File: src/rtl/sar_seq_pkg.sv
package sar_seq_pkg;

  typedef enum logic [1:0] {
    RD_IDLE,
    RD_LEAD,
    RD_SHIFT,
    RD_TAIL
  } rd_state_e;

  // Ticks from select falling to select rising for one read.
  function automatic logic [31:0] read_span(input int word_w, input logic [31:0] half);
    read_span = 32'd2 + 32'(2 * word_w - 1) * half;
  endfunction

endpackage

File: src/rtl/sar_frame_timer.sv
module sar_frame_timer #(
  parameter int CYCLE_TICKS = 160,
  parameter int CNT_W       = 8
) (
  input  logic             clk,
  input  logic             rst_n,
  input  logic             run_en,
  input  logic             cfg_ok,
  output logic             start,
  output logic             active,
  output logic             first,
  output logic             cnvst,
  output logic [CNT_W-1:0] cnt
);

  localparam logic [CNT_W-1:0] LAST_TICK = CNT_W'(CYCLE_TICKS - 1);

  assign start = run_en && cfg_ok && (!active || cnt == LAST_TICK);

  always_ff @(posedge clk) begin
    if (!rst_n) begin
      active <= 1'b0;
      first  <= 1'b0;
      cnvst  <= 1'b0;
      cnt    <= '0;
    end else begin
      cnvst <= start;
      if (start) begin
        active <= 1'b1;
        first  <= !active;
        cnt    <= '0;
      end else if (active) begin
        if (cnt == LAST_TICK) begin
          active <= 1'b0;
        end else begin
          cnt <= cnt + 1'b1;
        end
      end
    end
  end

  // the strobe never lasts more than one cycle
  a_r2_single_strobe: assert property (@(posedge clk) disable iff (!rst_n)
    cnvst |=> !cnvst);

endmodule

File: src/rtl/sar_read_gen.sv
module sar_read_gen
  import sar_seq_pkg::*;
#(
  parameter int WORD_W = 16,
  parameter int DIV_W  = 6
) (
  input  logic             clk,
  input  logic             rst_n,
  input  logic             go,
  input  logic [DIV_W-1:0] div,
  output logic             cs_n,
  output logic             sclk,
  output logic             samp,
  output logic             last_bit
);

  localparam int BIT_W = $clog2(WORD_W);
  localparam int PH_W  = DIV_W + 1;

  rd_state_e        st;
  logic [DIV_W-1:0] div_l;
  logic [PH_W-1:0]  ph;
  logic [PH_W-1:0]  half_end;
  logic [PH_W-1:0]  full_end;
  logic [BIT_W-1:0] bit_i;

  assign half_end = PH_W'(div_l) - PH_W'(1);
  assign full_end = {div_l, 1'b0} - PH_W'(1);
  assign last_bit = (bit_i == BIT_W'(WORD_W - 1));
  // first cycle of each high phase: capture at the following edge
  assign samp     = (st == RD_SHIFT) && (ph == '0);

  always_ff @(posedge clk) begin
    if (!rst_n) begin
      st    <= RD_IDLE;
      cs_n  <= 1'b1;
      sclk  <= 1'b0;
      ph    <= '0;
      bit_i <= '0;
      div_l <= '0;
    end else begin
      case (st)
        RD_IDLE: begin
          if (go) begin
            cs_n  <= 1'b0;
            div_l <= div;
            st    <= RD_LEAD;
          end
        end
        RD_LEAD: begin
          sclk  <= 1'b1;
          ph    <= '0;
          bit_i <= '0;
          st    <= RD_SHIFT;
        end
        RD_SHIFT: begin
          if (ph == half_end) begin
            sclk <= 1'b0;
            if (last_bit) begin
              st <= RD_TAIL;
            end else begin
              ph <= ph + 1'b1;
            end
          end else if (ph == full_end) begin
            sclk  <= 1'b1;
            ph    <= '0;
            bit_i <= bit_i + 1'b1;
          end else begin
            ph <= ph + 1'b1;
          end
        end
        RD_TAIL: begin
          cs_n <= 1'b1;
          st   <= RD_IDLE;
        end
        default: st <= RD_IDLE;
      endcase
    end
  end

  // the serial clock only runs inside an active select
  a_r5_sclk_within_cs: assert property (@(posedge clk) disable iff (!rst_n)
    sclk |-> !cs_n);

endmodule

File: src/rtl/sar_shift_in.sv
module sar_shift_in #(
  parameter int WORD_W = 16
) (
  input  logic              clk,
  input  logic              rst_n,
  input  logic              samp,
  input  logic              last_bit,
  input  logic              sdo,
  output logic              done,
  output logic [WORD_W-1:0] word
);

  logic [WORD_W-1:0] sh;

  always_ff @(posedge clk) begin
    if (!rst_n) begin
      sh   <= '0;
      word <= '0;
      done <= 1'b0;
    end else begin
      done <= samp && last_bit;
      if (samp) begin
        sh <= {sh[WORD_W-2:0], sdo};
        if (last_bit) begin
          word <= {sh[WORD_W-2:0], sdo};
        end
      end
    end
  end

endmodule

File: src/rtl/sar_frame_seq.sv
module sar_frame_seq
  import sar_seq_pkg::*;
#(
  parameter int WORD_W      = 16,
  parameter int CYCLE_TICKS = 160,
  parameter int CONV_TICKS  = 120,
  parameter int QUIET_TICKS = 10,
  parameter int DIV_W       = 6
) (
  input  logic              clk,
  input  logic              rst_n,
  input  logic              run_en,
  input  logic              wide_mode,
  input  logic [DIV_W-1:0]  sclk_div,
  output logic              cfg_err,
  output logic              cnvst,
  output logic              cs_n,
  output logic              sclk,
  input  logic              sdo,
  output logic              res_valid,
  input  logic              res_ready,
  output logic [WORD_W-1:0] res_data
);

  localparam int CNT_W      = $clog2(CYCLE_TICKS);
  localparam int QUIET_FROM = CYCLE_TICKS - QUIET_TICKS;
  localparam int LAST_LEGAL = QUIET_FROM - 1;

  // ---------------- configuration check ----------------
  logic [31:0] rd_span;
  logic [31:0] rd_ofs;
  logic        cfg_ok;

  always_comb begin
    rd_span = read_span(WORD_W, 32'(sclk_div));
    rd_ofs  = wide_mode ? 32'd0 : 32'(CONV_TICKS);
    cfg_ok  = (sclk_div >= DIV_W'(2)) && ((rd_ofs + rd_span) <= 32'(LAST_LEGAL));
  end

  assign cfg_err = !cfg_ok;

  // ---------------- frame timing ----------------
  logic             start;
  logic             active;
  logic             first;
  logic [CNT_W-1:0] cnt;

  sar_frame_timer #(
    .CYCLE_TICKS(CYCLE_TICKS),
    .CNT_W      (CNT_W)
  ) u_timer (
    .clk   (clk),
    .rst_n (rst_n),
    .run_en(run_en),
    .cfg_ok(cfg_ok),
    .start (start),
    .active(active),
    .first (first),
    .cnvst (cnvst),
    .cnt   (cnt)
  );

  logic             mode_q;
  logic [DIV_W-1:0] div_q;
  logic [DIV_W-1:0] div_sel;
  logic             go_rd;

  always_ff @(posedge clk) begin
    if (!rst_n) begin
      mode_q <= 1'b0;
      div_q  <= '0;
    end else if (start) begin
      mode_q <= wide_mode;
      div_q  <= sclk_div;
    end
  end

  assign div_sel = start ? sclk_div : div_q;
  // early read: launched together with a continuing frame's strobe
  // late read: launched so select falls CONV_TICKS after the strobe
  assign go_rd = (start && active && wide_mode) ||
                 (active && !first && !mode_q && cnt == CNT_W'(CONV_TICKS - 1));

  // ---------------- serial engine ----------------
  logic              samp;
  logic              last_bit;
  logic              sh_done;
  logic [WORD_W-1:0] sh_word;

  sar_read_gen #(
    .WORD_W(WORD_W),
    .DIV_W (DIV_W)
  ) u_read (
    .clk     (clk),
    .rst_n   (rst_n),
    .go      (go_rd),
    .div     (div_sel),
    .cs_n    (cs_n),
    .sclk    (sclk),
    .samp    (samp),
    .last_bit(last_bit)
  );

  sar_shift_in #(
    .WORD_W(WORD_W)
  ) u_shift (
    .clk     (clk),
    .rst_n   (rst_n),
    .samp    (samp),
    .last_bit(last_bit),
    .sdo     (sdo),
    .done    (sh_done),
    .word    (sh_word)
  );

  // ---------------- output holding register ----------------
  always_ff @(posedge clk) begin
    if (!rst_n) begin
      res_valid <= 1'b0;
      res_data  <= '0;
    end else if (sh_done) begin
      res_valid <= 1'b1;
      res_data  <= sh_word;
    end else if (res_valid && res_ready) begin
      res_valid <= 1'b0;
    end
  end

  // bus frozen in the quiet tail of every frame
  a_r6_quiet_hold: assert property (@(posedge clk) disable iff (!rst_n)
    (active && cnt >= CNT_W'(QUIET_FROM)) |-> ($stable(sclk) && $stable(cs_n)));

  // no bus activity in the first frame after leaving idle
  a_r3_first_silent: assert property (@(posedge clk) disable iff (!rst_n)
    (active && first) |-> cs_n);

  // an unaccepted word is held unchanged
  a_r9_hold_word: assert property (@(posedge clk) disable iff (!rst_n)
    (res_valid && !res_ready && !sh_done) |=> (res_valid && $stable(res_data)));

endmodule

File: config.mk
export PLATFORM = sky130hd
export DESIGN_NAME = sar_frame_seq
export DESIGN_NICKNAME = d
export VERILOG_FILES = /design/src/rtl/sar_seq_pkg.sv /design/src/rtl/sar_frame_timer.sv /design/src/rtl/sar_read_gen.sv /design/src/rtl/sar_shift_in.sv /design/src/rtl/sar_frame_seq.sv
export SDC_FILE = /design/constraint.sdc
export NUM_CORES = 1
export LEC_CHECK = 0
export BUFFER_PORTS_ARGS = -buffer_cell sky130_fd_sc_hd__buf_2
export CAP_MARGIN = 20
export CORE_ASPECT_RATIO = 0.5
export CORE_MARGIN = 1
export CORE_UTILIZATION = 50
export CTS_CLUSTER_DIAMETER = 200
export DETAILED_ROUTE_END_ITERATION = 10
export PLACE_DENSITY = 0.78
export SLEW_MARGIN = 0
export SYNTH_ARGS = -nofsm -noshare
export SYNTH_HDL_FRONTEND = slang
export SYNTH_SLANG_ARGS = --single-unit
export TNS_END_PERCENT = 1
File: constraint.sdc
create_clock -name clk -period 6.6 [get_ports clk]
set_input_delay 0.99 -clock clk [delete_from_list [all_inputs] [get_ports clk]]
set_output_delay 0.99 -clock clk [all_outputs]
set_load 0.02 [all_outputs]
==> impl_metrics.ini <==
[power_and_ir_drop]
ir_drop_mv = 0.139
p_total_mw = 1.40
power.density_nw_per_um2 = 252
leakage_nw = 2.35

[synth]
yosysSeqAreaShare = 0.356
ys_ff_latch = 88
syn_nets = 603
synth_edf_count = 0
synth_cells = 538
yosys_warnings = 0
ys.flop_type = dfxtp_1
ys_types = 55
synthArstFlopShare = 0
avgSynthCellArea_um2 = 9.19
synthesis.area_um2 = 4940

[cells_and_area]
layout-drive-gt1-share = 0.108
utilization = 0.582
diodes = 0
design_area_um2 = 5540
syn2layout_area_growth_pct = 11.9
multi_input_area_um2 = 2880
fillers = 838
final_net_count = 625
area.sequential_um2 = 1760

[clock_tree]
cts_root_buf = clkbuf_16
clk_latency_ns = 0.34
hold_buffers = 0
post_cts_resized = 0
post-cts-setup-buffers = 0
htreeDepth = 3
clock_sinks = 88
tritoncts = yes
cts_buffers = 9
clk_pin_slew_ns = 0.07
clockBufferDepth = 2

[place]
io_buffers = 32
hpwl_mm = 6.73
gp_congestion = 0.783
place_area_um2 = 5200

[timing]
fmax_mhz = 175
setup_viol = 0
fin_crit_ns = 5.72
final.setup.tns_ns = 0
max-slew-margin-rel = 0.303
maxSlewViolCount = 0
fin_skew_ns = 0.00647
period_share = 0.867
hold_violations = 0
rsz0062_at_grt = no
worstMarginPinSlew_ns = 1.04
hold-worst-slack_ns = 0.457

[setup_path]
startpoint = sclk_div[3]
crit_end = cfg_err
endpoint_kind = primary output
reg2reg_depth = 8
path_delay_family = adder cells
critPathArrivalTime_ns = 4.73
worst_path_largest_cell_delay_ns = 0.60
crit_required_ns = 5.61
regToRegEndpoint = u_read.ph[5]
slowest_stage = o311ai_1
path_common_cell = inv_1
crit_chain = buf_2, inv_1, fa_1, inv_1, fa_1, inv_1, fa_1, inv_1, ha_1, o21ai_1, or2_1, o311ai_1, a211o_1, buf_2
regToRegSetupSlack_ns = 3.81
crit_buf_inv = 6
worstPathMaxFanout = 7
reg2reg_from = u_read.div_l[0]
start_kind = input port
path_class = input port to primary output
worstSetupPathDepth = 14

[route]
drc = 0
drt-total-wl_mm = 9.49
firstDrtPassIters = 4
drt_iter0_markers = 186
vias = 3671
via_per_inst = 5.24
wl_per_cell_um = 13.6
final_antenna_net_count = 0

[die]
die_area_um2 = 10300
fp.dieH_um = 72.3
io_pins = 33
core-area_um2 = 9510
die_w_um = 143
row_count = 25
initial_utilization = 0.520

[global_routing]
grt-ovfl-total = 0
grt_usage = 0.195
grt_start_max_net_pins = 70
grt_pass1_wl_mm = 15.8
grt_pass1_vias = 3464
antenna_found_initial = 0

[hold_path]
hp-class = register to register
min_from = u_shift.word[2]

[run]
maxCapViolCount = 0

[outcome]
status = completed
## worst min-delay path: stages, from the launching register on
cell and delay [ns]:
dfxtp_1 0.31, nand2_1 0.05, a21oi_1 0.05
## power by group
part	internal (mW)	switching (mW)	leakage [nW]
combinational	0.127	0.198	1.49
sequential	0.540	0.00532	0.709
clock	0.301	0.224	0.151
## per-layer routing
| layer | track usage | share of wire | vias up |
|---|---|---|---|
| li1 | - | - | 1875 |
| met1 | 0.243 | 0.48 | 1738 |
| met2 | 0.337 | 0.48 | 48 |
| met3 | 0.0469 | 0.032 | 10 |
| met4 | 0.0621 | 0.0099 | 0 |
| met5 | 0 | 0 | - |
## cell type report
cell class / instances / area share
clock buffers: 9 / 0.0407
repair buffers: 35 / 0.0366
inverters: 56 / 0.0380
clock inverters: 7 / 0.0158
flip-flops and latches: 88 / 0.318
well taps: 135 / 0.0305
multi-input cells: 370 / 0.520
## sequential cells by signal, summed over array words and instances, names as in the netlist, 2 cells and up
| signal | cells |
|---|---|
| div_q | 6 |
| u_shift.word | 16 |
| u_timer.cnt | 8 |
| u_shift.sh | 15 |
| u_read.ph | 7 |
| u_read.bit_i | 4 |
| u_read.st | 2 |
| u_read.div_l | 6 |
| res_data | 16 |
## cell families after synthesis
kind of cell             count (synthesis)  share of synthesized area
AND/OR/NAND/NOR                        172                      0.162
AO/OA/AOI/OAI                           78                      0.121
buffers and inverters                   80                     0.0615
multiplexers                            42                     0.0850
flip-flops                              88                      0.356
adder cells (fa/ha/maj)                 53                      0.161
XOR/XNOR                                25                     0.0526
## Yosys cell counts, drive strengths merged, types with 5 or more instances
cell type,number,area [um^2]
a21oi,21,105
o2111ai,5,56.3
fa,18,360
nor2b,6,37.5
nor3,10,50.1
xor2,9,78.8
nand2,45,179
nor3b,10,75.1
ha,35,438
nor2,65,244
clkbuf,17,63.8
buf,7,30.0
dfxtp,88,1760
mux2i,42,420
xnor2,13,114
nand3,12,60.1
o21ai,14,73.8
inv,56,210
nand4,6,37.5
a41oi,6,52.6
## worst min path at each step
stage	endpoint	slack, ns	depth (start not counted)
2_1_floorplan	u_shift.word[15]	0.43	2
3_3_place_gp	u_shift.word[15]	0.44	2
3_5_place_dp	u_shift.word[0]	0.45	2
4_1_cts	u_shift.word[0]	0.46	2
5_1_grt	u_shift.word[5]	0.48	2
6_report	u_shift.word[2]	0.46	2
## placed cells by master, fill, tap and decap left out, types with 4 or more instances in the layout
cell	instances
a21oi_1	21
a41oi_1	6
buf_2	32
clkbuf_16	9
dfxtp_1	88
fa_1	18
ha_1	35
inv_1	55
mux2i_1	42
nand2_1	43
nand3_1	12
nand4_1	6
nor2_1	65
nor2b_1	6
nor3_1	10
nor3b_1	10
nor4_1	4
o21ai_0	5
o21ai_1	8
or4_1	4
xnor2_1	13
xor2_1	9
## stage by stage
step | cells | setup slack [ns]
final | 700 | 0.876
after global routing | 700 | 0.665
after CTS | 699 | 0.862
after detailed placement | 683 | 0.876
after global placement | 682 | 0.971
after floorplan | 538 | 1.35
Note: power is estimated with default switching activity, not from simulation.
